[src/rtl/spi_txn_pkg.sv]
// Shared widths and state type for the framed SPI master.
// Assumes a fixed 8 + 24 + 32 bit frame layout.
package spi_txn_pkg;
    localparam int CMD_W   = 8;
    localparam int ADDR_W  = 24;
    localparam int DATA_W  = 32;
    localparam int FRAME_W = CMD_W + ADDR_W + DATA_W;

    typedef enum logic [1:0] {
        ST_IDLE = 2'd0,
        ST_RUN  = 2'd1,
        ST_END  = 2'd2
    } txn_state_t;
endpackage

[src/rtl/spi_half_tick.sv]
// Half-period tick generator: pulses once every HALF_DIV system cycles while enabled.
// Assumes HALF_DIV >= 1. The count restarts from zero whenever en drops.
module spi_half_tick #(
    parameter int HALF_DIV = 2
) (
    input  logic clk,
    input  logic rst_n,
    input  logic en,
    output logic tick
);
    localparam int CW = $clog2(HALF_DIV + 1);

    logic [CW-1:0] cnt;

    assign tick = en && (cnt == CW'(HALF_DIV - 1));

    // Count system cycles inside the current half period.
    always_ff @(posedge clk) begin
        if (!rst_n || !en) begin
            cnt <= '0;
        end else if (tick) begin
            cnt <= '0;
        end else begin
            cnt <= cnt + 1'b1;
        end
    end
endmodule

[src/rtl/spi_bit_engine.sv]
// Serial bit engine: on each tick it toggles sclk. A falling edge shifts the next
// frame bit onto mosi (MSB first); a rising edge samples miso. 'finish' flags the
// tick that follows the last rising edge.
// Assumes load is only raised while no frame is in flight.
module spi_bit_engine
    import spi_txn_pkg::*;
(
    input  logic               clk,
    input  logic               rst_n,
    input  logic               load,
    input  logic [FRAME_W-1:0] frame,
    input  logic               tick,
    input  logic               miso,
    output logic               sclk,
    output logic               mosi,
    output logic [DATA_W-1:0]  rx_word,
    output logic               finish
);
    localparam int EDGES = 2 * FRAME_W;
    localparam int EW    = $clog2(EDGES + 1);

    logic [FRAME_W-1:0] tx_sr;
    logic [EW-1:0]      eidx;

    assign finish = tick && (eidx == EW'(EDGES));

    // Edge sequencing, output shifting and input sampling.
    always_ff @(posedge clk) begin
        if (!rst_n) begin
            tx_sr   <= '0;
            eidx    <= '0;
            sclk    <= 1'b1;
            mosi    <= 1'b0;
            rx_word <= '0;
        end else if (load) begin
            tx_sr <= frame;
            eidx  <= '0;
            sclk  <= 1'b1;
            mosi  <= 1'b0;
        end else if (finish) begin
            mosi <= 1'b0;
        end else if (tick) begin
            if (!eidx[0]) begin
                sclk  <= 1'b0;
                mosi  <= tx_sr[FRAME_W-1];
                tx_sr <= {tx_sr[FRAME_W-2:0], 1'b0};
            end else begin
                sclk    <= 1'b1;
                rx_word <= {rx_word[DATA_W-2:0], miso};
            end
            eidx <= eidx + 1'b1;
        end
    end
endmodule

[src/rtl/spi_txn_master.sv]
// Mode-3 SPI transaction master. It frames one command/address/data transfer per
// accepted start, decides per request whether the data phase is sent or captured,
// and reports completion with a single-cycle done pulse.
// Assumes one slave, HALF_DIV >= 1, and the request fields valid with start.
module spi_txn_master
    import spi_txn_pkg::*;
#(
    parameter int HALF_DIV = 2
) (
    input  logic        clk,
    input  logic        rst_n,
    input  logic        start,
    input  logic        rd,
    input  logic [7:0]  cmd,
    input  logic [23:0] addr,
    input  logic [31:0] wdata,
    output logic        busy,
    output logic        done,
    output logic [31:0] rdata,
    output logic        sclk,
    output logic        cs_n,
    output logic        mosi,
    input  logic        miso
);
    txn_state_t         state;
    logic               is_rd;
    logic               load;
    logic               tick;
    logic               finish;
    logic [FRAME_W-1:0] frame;
    logic [DATA_W-1:0]  rx_word;

    assign load  = (state == ST_IDLE) && start;
    assign frame = {cmd, addr, (rd ? {DATA_W{1'b0}} : wdata)};
    assign busy  = (state != ST_IDLE);
    assign done  = (state == ST_END);

    spi_half_tick #(.HALF_DIV(HALF_DIV)) u_tick (
        .clk   (clk),
        .rst_n (rst_n),
        .en    (state == ST_RUN),
        .tick  (tick)
    );

    spi_bit_engine u_engine (
        .clk     (clk),
        .rst_n   (rst_n),
        .load    (load),
        .frame   (frame),
        .tick    (tick),
        .miso    (miso),
        .sclk    (sclk),
        .mosi    (mosi),
        .rx_word (rx_word),
        .finish  (finish)
    );

    // Transaction sequencing, chip-select framing and read-data capture.
    always_ff @(posedge clk) begin
        if (!rst_n) begin
            state <= ST_IDLE;
            cs_n  <= 1'b1;
            is_rd <= 1'b0;
            rdata <= '0;
        end else begin
            case (state)
                ST_IDLE: if (start) begin
                    state <= ST_RUN;
                    cs_n  <= 1'b0;
                    is_rd <= rd;
                end
                ST_RUN: if (finish) begin
                    state <= ST_END;
                    cs_n  <= 1'b1;
                    if (is_rd) rdata <= rx_word;
                end
                default: state <= ST_IDLE;
            endcase
        end
    end

    // an idle block keeps the bus quiet.
    assert_idle_bus_R1: assert property (@(posedge clk) disable iff (!rst_n)
        !busy |-> (cs_n && sclk && !mosi));

    // a start seen mid-frame leaves the latched direction alone.
    assert_busy_start_ignored_R2: assert property (@(posedge clk) disable iff (!rst_n)
        (state == ST_RUN && start) |=> $stable(is_rd));

    // the serial clock is high whenever chip select is released.
    assert_sclk_high_at_release_R4: assert property (@(posedge clk) disable iff (!rst_n)
        $rose(cs_n) |-> sclk);

    // inside a frame, mosi only moves together with a falling sclk.
    assert_mosi_on_fall_R5: assert property (@(posedge clk) disable iff (!rst_n)
        (!cs_n && $past(!cs_n) && !$fell(sclk)) |-> $stable(mosi));

    // a write frame never touches the read-data register.
    assert_write_keeps_rdata_R8: assert property (@(posedge clk) disable iff (!rst_n)
        (state == ST_RUN && !is_rd) |=> $stable(rdata));

    // done marks the release of chip select and lasts one cycle.
    assert_done_at_release_R9: assert property (@(posedge clk) disable iff (!rst_n)
        done |-> $rose(cs_n));
    assert_done_single_R9: assert property (@(posedge clk) disable iff (!rst_n)
        done |=> (!done && !busy));
endmodule

[config.mk]
export PLATFORM = sky130hd
export DESIGN_NAME = spi_txn_master
export DESIGN_NICKNAME = d
export VERILOG_FILES = /design/src/rtl/spi_txn_pkg.sv /design/src/rtl/spi_half_tick.sv /design/src/rtl/spi_bit_engine.sv /design/src/rtl/spi_txn_master.sv
export SDC_FILE = /design/constraint.sdc
export NUM_CORES = 1
export LEC_CHECK = 0
export ABC_AREA = 1
export BUFFER_PORTS_ARGS = -buffer_cell sky130_fd_sc_hd__buf_2
export CELL_PAD_IN_SITES_DETAIL_PLACEMENT = 0
export CELL_PAD_IN_SITES_GLOBAL_PLACEMENT = 1
export CORE_AREA = 2 2 154 141
export CTS_CLUSTER_SIZE = 12
export DETAILED_ROUTE_END_ITERATION = 16
export DIE_AREA = 0 0 156 143
export GPL_ROUTABILITY_DRIVEN = 0
export PLACE_DENSITY_LB_ADDON = 0.1
export SLEW_MARGIN = 0
export SYNTH_ARGS = -nofsm -noshare
export SYNTH_HDL_FRONTEND = slang
export SYNTH_SLANG_ARGS = --single-unit
[constraint.sdc]
create_clock -name clk -period 3.1 [get_ports clk]
set_clock_uncertainty 0.05 [all_clocks]
set_input_delay 0.62 -clock clk [delete_from_list [all_inputs] [get_ports clk]]
set_output_delay 0.62 -clock clk [all_outputs]
set_load 0.05 [all_outputs]
==> PnR_summary.wiki, run 1 <==
{| class="wikitable"
! Metric !! Value
|-
| Result of the run || finished clean
|-
| Clock Sinks || about 140
|-
| Std-Cell Core Area || between 20000 and 25000 sq um
|-
| Critical Setup Path Class || reg -> out
|-
| Maximum number of pins on one net before global-route repair || 63
|-
| Total GRT Usage || 16.72%
|-
| Max Clock Freq || 402.8 MHz
|-
| Die Area || 22310 sq um
|-
| Wire length of the first global-routing pass || 30000 um
|-
| Number of levels the H-tree was split into || 4
|-
| RSZ-0062 raised after global routing || no
|-
| Power density normalized to cell area || 550.6 nW/um^2
|-
| Synth cell types || 25
|-
| TritonRoute pass-1 iters || 4
|-
| Die W || 156 um
|-
| Grt total ovfl || 0
|-
| Most frequently used cell type in the post-synthesis netlist || nand2_1
|-
| Setup TNS || 0 ns
|-
| Per-cell routed wire length || 12.01 um
|-
| Startpoint type of the worst setup path || flop
|-
| Final Instance Area || around 8300 sq um
|-
| Post-synthesis net count || 1233
|-
| Detail Route Antenna Nets || 0
|-
| Hold Path Class || in -> reg
|-
| Tightest Pin Transition || 1.144 ns
|-
| Clock latency on the worst-skew pair || between 0.4 and 0.5 ns
|-
| Syn. warnings || 0
|-
| Root buffer selected by CTS || clkbuf_16
|-
| Startpoint of the lowest-slack hold path || miso
|-
| Fraction of layout instances using a drive strength above 1 || 12.82%
|-
| Post-layout nets || 1299
|-
| Dominant synthesized flop cell || dfxtp_1
|-
| Clock Pin Slew Worst Setup and Hold Paths || about 0.060 ns
|-
| Critical Path End Type || output pin
|-
| Number of DRC violations after detailed routing || 0
|-
| Data arrival, critical path || 1.81 ns
|-
| Post-synthesis sequential area ratio || 40.55%
|-
| P&R area growth vs syn || 17.19%
|-
| Total standard cell area after synthesis || 7109 sq um
|-
| Initial antenna violation count || 2
|-
| Normalized max-slew margin || 23.48%
|-
| Boundary Pins || 106
|-
| Max-capacitance violation count || 0
|-
| Count of mapped cells out of synthesis || about 1.2k
|-
| Number of synthesized register bits || roughly 140
|-
| Crit share post-route || 80.09%
|-
| Number of DRC markers after the initial detailed-route iteration || 387
|-
| Fraction of registers with async set/reset || 0%
|-
| Final Hold Fails || 0
|-
| VDD IR-drop max || 0.3760 mV
|-
| TritonCTS clock tree || built
|-
| Die Height || 143 um
|-
| Highest fanout seen on the critical path || 27
|-
| Post-CTS resize count || 0
|-
| Number of port buffers || roughly 110
|-
| Number of enable-type register cells in the synthesized netlist || 0
|-
| Max-slew violation count || 0
|-
| Largest area contributor in the netlist || dfxtp_1
|-
| Num rows || 50
|-
| Number of global-route vias before repair || 5997
|-
| Max Buffers Root-to-Sink || 2
|-
| Routed via count divided by cell count || approximately 4.4
|-
| Reg-to-Reg Start || u_engine.eidx[0]$_SDFFE_PP0P_
|-
| Count of hold buffers inserted by post-cts repair || 0
|-
| Placed Area || 7740 sq um
|-
| Reported leakage power || roughly 0.0045 uW
|-
| Half-perimeter wire length after detailed placement || 10910 um
|-
| TritonCTS Buffers || 17
|-
| Number of setup violations in the final report || 0
|-
| Commonest cells in the netlist || 374 x nand2_1, 249 x nor2_1, 144 x dfxtp_1
|-
| Post-CTS Setup Inserts || 0
|-
| Average cell area after synthesis || 6.123 sq um
|-
| Share of the synthesized area in the top cell type || 40.55%
|-
| Worst setup path start || state[0]$_SDFFE_PN0P_
|-
| Total vias in the final route || roughly 6.6k
|-
| Fill cell total of the finished layout || 2350
|-
| Min Clock Period, post-route || 2.483 ns
|-
| CP Data Required Time || approximately 2.4 ns
|-
| Total detailed-routing wirelength || ~18000 um
|-
| Leading cell types by total area after synthesis || dfxtp_1 41%, nand2_1 20%, nor2_1 13%
|-
| Starting utilization of the core area || 34.54%
|}
## state kept, by name (all words and copies together), names as in the netlist
register          cells
u_engine.tx_sr       64
rdata                32
u_engine.rx_word     32
u_engine.eidx         8
state                 2
u_tick.cnt            2
cs_n                  1
is_rd                 1
u_engine.mosi         1
u_engine.sclk         1
## layer usage
layer / GRT usage [%] / vias to the layer above / share of wire (%)
met3: 4.370 / 12 / 4.6
met4: 4.587 / 0 / 1.1
met2: 26.25 / 103 / 43
met1: 22.78 / 2857 / 51
li1: - / 3631 / -
met5: 0 / - / 0
## layout make-up
| class | instances | area, sq um | area share (%) |
|---|---|---|---|
| Clock buffer | 18 | 429.2 | 5.151 |
| Tap cell | 260 | 325.3 | 3.904 |
| Multi-Input combinational cell | 810 | 3371 | 40.46 |
| Clock inverter | 14 | 157.7 | 1.892 |
| Antenna cell | 2 | 5.005 | 0.06007 |
| Timing Repair Buffer | 118 | 650.6 | 7.809 |
| Inverter | 136 | 510.5 | 6.127 |
| Sequential cell | 144 | 2883 | 34.60 |
## critical path, stage by stage (launching register included)
cell     delay [ns]
dfxtp_1        0.39
nor2_4         0.37
buf_4          0.36
inv_1          0.06
buf_2          0.21
## cells by family (layout without fill, tap and decap cells)
kind of cell,Yosys count,count (layout),share of synthesized area [%]
buffers and inverters,207,286,12.28
and+or+nand+nor,779,779,44.56
AOI/OAI and AO/OA,27,27,1.953
other,0,2,0
DFF,144,144,40.55
xor gates and xnor gates,1,1,0.1232
adders and majority gates,3,3,0.5280
## through the flow
step | cells | total power [uW] | setup slack [ns] | hold WS [ns] | utilization, %
2_1_floorplan | 1161 | 2440 | 1.313 | 0.3486 | -
3_3_place_gp | 1468 | 2579 | 0.7370 | 0.3654 | 37.60
3_5_place_dp | 1468 | 2582 | 0.6764 | 0.3674 | 37.60
4_1_cts | 1500 | 4663 | 0.5814 | 0.3478 | 40.46
5_1_grt | 1500 | 4840 | 0.4132 | 0.3502 | 40.46
6_report | 1502 | 4587 | 0.6173 | 0.3649 | 40.48
## where the power goes
group / total [uW] / internal (uW) / switching, uW / leakage [uW]
clock: 2060 / 1200 / 860 / 0.000266
combinational: 548 / 201 / 347 / 0.00308
sequential: 1980 / 1940 / 45.3 / 0.00117
total: 4590 / 3330 / 1250 / 0.00452
## cell usage in the layout (no fill, tap or decap)
cell type	synthesis	routed
a21oi_1	21	21
buf_12	0	2
buf_2	17	104
buf_4	6	12
bufinv_16	0	2
clkbuf_1	35	1
clkbuf_16	0	17
clkinv_4	0	2
clkinvlp_4	0	6
dfxtp_1	144	144
diode_2	0	2
ha_1	3	3
inv_1	135	135
inv_2	1	1
inv_6	0	4
nand2_1	374	374
nand2_2	2	2
nand2_4	1	1
nand3_1	134	132
nand3_2	0	2
nand3_4	1	1
nand3b_1	1	1
nand4_1	14	14
nor2_1	249	249
nor2_2	1	1
nor2_4	1	1
nor3_1	1	1
o21ai_0	4	4
o21ai_1	1	1
o21ai_4	0	1
xor2_1	1	1
## worst paths after layout
kind / to / slack, ns / cells after the start
max: busy / 0.62 / 4
min reg2reg: u_tick.cnt[0]$_SDFF_PP0_ / 0.38 / 1
min: u_engine.rx_word[0]$_SDFFE_PN0P_ / 0.36 / 3
max reg2reg: u_engine.tx_sr[63]$_SDFFE_PN0P_ / 0.68 / 10
(Power assumes the default switching activity.)
==> run 2, diff against run 1 <==
==> constraint.sdc (replaced) <==
create_clock -name clk -period 2.3 [get_ports clk]
set_clock_uncertainty 0.05 [all_clocks]
set_input_delay 0.46 -clock clk [delete_from_list [all_inputs] [get_ports clk]]
set_output_delay 0.46 -clock clk [all_outputs]
set_load 0.05 [all_outputs]
==> run 2 against run 1 <==
  * Non-clock buffer count grew 9
  * Count of clock-buffer cells in the layout is the same
  * First-iteration DRC count grew 10%
  * Setup slack lost 0.31 ns
  * Power grew 32%
  * Clock power grew 27%
  * Final cell count grew 0.60%
  * Utilization grew 0.58 points
  * Critical path type unchanged
  * Largest power group is now registers
==> PnR_summary.wiki, run 2 (synthesized netlist as in run 1, its figures left out) <==
{| class="wikitable"
! Metric !! Value
|-
| Placed cell count || 1477 (+0.61%)
|-
| Number of global-route vias before repair || 6091 (+1.6%)
|-
| Critical Path End Type || output pin
|-
| Final core utilization || 41.06% (+0.58 points)
|-
| Capturing point of the worst reg2reg path || rdata[21]$_SDFFE_PN0P_
|-
| Max Clock Freq || 501.2 MHz
|-
| Total GRT Usage || 16.95% (+0.22 points)
|-
| Fill cell total of the finished layout || 2298 (-2.2%)
|-
| Min Clock Period, post-route || 1.995 ns
|-
| Initial antenna violation count || 2 (unchanged)
|-
| Fraction of layout instances using a drive strength above 1 || 13.45% (+0.63 points)
|-
| Reg-to-Reg Start || u_engine.eidx[0]$_SDFFE_PP0P_
|-
| Register containing the most flip-flops in the final layout || u_engine.tx_sr
|-
| Post-layout nets || 1308 (+0.69%)
|-
| Startpoint of the lowest-slack hold path || miso
|-
| Num rows || 50 (unchanged)
|-
| VDD IR-drop max || 0.5002 mV (+33%)
|-
| Most common cell after layout, fill and taps aside || nand2_1
|-
| Root buffer selected by CTS || clkbuf_16
|-
| Setup TNS || 0 ns (unchanged)
|-
| Number of levels the H-tree was split into || 4 (unchanged)
|-
| Total power after layout || 6059 uW (+32%)
|-
| Std-Cell Core Area || 20580 sq um (unchanged)
|-
| P&R area growth vs syn || 18.88%
|-
| Non-filler cells, final || 1511 (+0.60%)
|-
| Per-cell routed wire length || 12.10 um (+0.80%)
|-
| Power density normalized to cell area || 716.9 nW/um^2 (+30%)
|-
| FF-to-FF path depth || 8 (-2)
|-
| Die W || 156 um (unchanged)
|-
| Post-CTS Setup Inserts || 0 (unchanged)
|-
| Clock latency on the worst-skew pair || 0.43 ns (about the same)
|-
| Hold Path Class || in -> reg
|-
| Detail Route Antenna Nets || 0 (unchanged)
|-
| Post-CTS resize count || 0 (unchanged)
|-
| Worst hold path endpoint || u_engine.rx_word[0]$_SDFFE_PN0P_
|-
| TritonCTS clock tree || built
|-
| Number of setup violations in the final report || 0 (unchanged)
|-
| Die Height || 143 um (unchanged)
|-
| Total vias in the final route || 6711 (+1.6%)
|-
| Largest register FFs || 64 (unchanged)
|-
| Most frequent cells in the layout || 374 x nand2_1, 249 x nor2_1, 144 x dfxtp_1, 135 x inv_1, 132 x nand3_1
|-
| Max-capacitance violation count || 0 (unchanged)
|-
| Half-perimeter wire length after detailed placement || 11200 um (+2.7%)
|-
| Starting utilization of the core area || 34.54% (unchanged)
|-
| Biggest registers after layout || u_engine.tx_sr (64), rdata (32), u_engine.rx_word (32)
|-
| Clock Sinks || 144 (unchanged)
|-
| Post-placement worst setup slack || 0.3711 ns (-0.3053 ns)
|-
| Grt total ovfl || 0 (unchanged)
|-
| TritonRoute pass-1 iters || 5 (+1)
|-
| CP Data Required Time || 1.79 ns (-0.64 ns)
|-
| Result of the run || finished clean
|-
| Clock Pin Slew Worst Setup and Hold Paths || 0.07 ns (about the same)
|-
| Max-slew violation count || 0 (unchanged)
|-
| Wire length of the first global-routing pass || 30520 um (+1.7%)
|-
| Die Area || 22310 sq um (unchanged)
|-
| Count of hold buffers inserted by post-cts repair || 0 (unchanged)
|-
| Critical Setup Path Class || reg -> out
|-
| Maximum number of pins on one net before global-route repair || 68 (+7.9%)
|-
| Crit share post-route || 86.75%
|-
| Tightest Pin Transition || 0.5803 ns (-0.5633 ns)
|-
| Flop2flop setup slack || 0.39 ns (-0.29 ns)
|-
| Normalized max-slew margin || 61.27% (+38 points)
|-
| Startpoint type of the worst setup path || flop
|-
| Number of DRC violations after detailed routing || 0 (unchanged)
|-
| Number of DRC markers after the initial detailed-route iteration || 427 (+10%)
|-
| Final Hold Fails || 0 (unchanged)
|-
| Reported leakage power || 0.004588 uW (+1.6%)
|-
| Number of port buffers || 105 (unchanged)
|-
| Final worst slack || 0.3047 ns (-0.3126 ns)
|-
| Routed via count divided by cell count || 4.441 (+1.0%)
|-
| Max Buffers Root-to-Sink || 2 (unchanged)
|-
| RSZ-0062 raised after global routing || no
|-
| Worst hold stages || 3 (unchanged)
|-
| Data arrival, critical path || 1.49 ns (-0.32 ns)
|-
| Boundary Pins || 106 (unchanged)
|-
| Total detailed-routing wirelength || 18290 um (+1.4%)
|-
| TritonCTS Buffers || 17 (unchanged)
|-
| Highest fanout seen on the critical path || 40 (+48%)
|}
==> run 2: cell types whose count changed in the layout (fill, tap and decap cells not counted) <==
cell	before	now
buf_4	12	14
buf_12	2	9
inv_6	4	6
inv_8	0	2
clkinvlp_4	6	4
bufinv_16	2	0
==> run 2: cell type report <==
type | count | area (sq um) | share of cell area (%)
clock inverter | 14 | 122.6 | 1.451
antenna | 2 | 5.005 | 0.05922
tap | 260 | 325.3 | 3.849
multi-input combinational | 810 | 3371 | 39.88
sequential | 144 | 2883 | 34.11
timing repair buffer | 127 | 805.8 | 9.534
clock buffer | 18 | 429.2 | 5.078
inverter | 136 | 510.5 | 6.040
==> run 2: how the worst max path moves through the flow <==
stage                             startpoint                endpoint  slack [ns]  cells after the start
6_report               state[0]$_SDFFE_PN0P_                    busy        0.30                      4
2_1_floorplan          state[1]$_SDFFE_PN0P_                    done        0.67                      2
4_1_cts                state[0]$_SDFFE_PN0P_                    busy        0.29                      4
3_3_place_gp   u_engine.eidx[0]$_SDFFE_PP0P_   rdata[1]$_SDFFE_PN0P_        0.45                      8
3_5_place_dp   u_engine.eidx[0]$_SDFFE_PP0P_  rdata[27]$_SDFFE_PN0P_        0.37                      8
5_1_grt        u_engine.eidx[0]$_SDFFE_PP0P_  rdata[18]$_SDFFE_PN0P_        0.19                      9
==> run 2: critical path, stage by stage, from the launching register on <==
cell and delay (ns):
dfxtp_1 0.48, nor2_4 0.08, buf_12 0.18, inv_1 0.06
buf_2 0.25
==> run 2: layer usage <==
layer  global-route usage [%]  share of wire (%)  vias up
met5                        0                  0        -
met4                    4.877               0.96        0
met2                    27.22                 44       94
met1                    22.69                 51     2939
met3                    4.097                4.1       15
li1                         -                  -     3663
==> run 2: stage by stage <==
| step | instance area, sq um | hold slack [ns] |
|---|---|---|
| 5_1_grt | 8447 | 0.2284 |
| 4_1_cts | 8447 | 0.1800 |
| 2_1_floorplan | 7109 | 0.3486 |
| 3_5_place_dp | 7895 | 0.3766 |
| 3_3_place_gp | 7895 | 0.3582 |
| 6_report | 8452 | 0.2008 |
==> run 2: power by group <==
part	switching [uW]	total (uW)	internal (uW)
Combinational	479	780	301
Sequential	55.5	2670	2610
Clock	1200	2610	1420
Total	1730	6060	4330
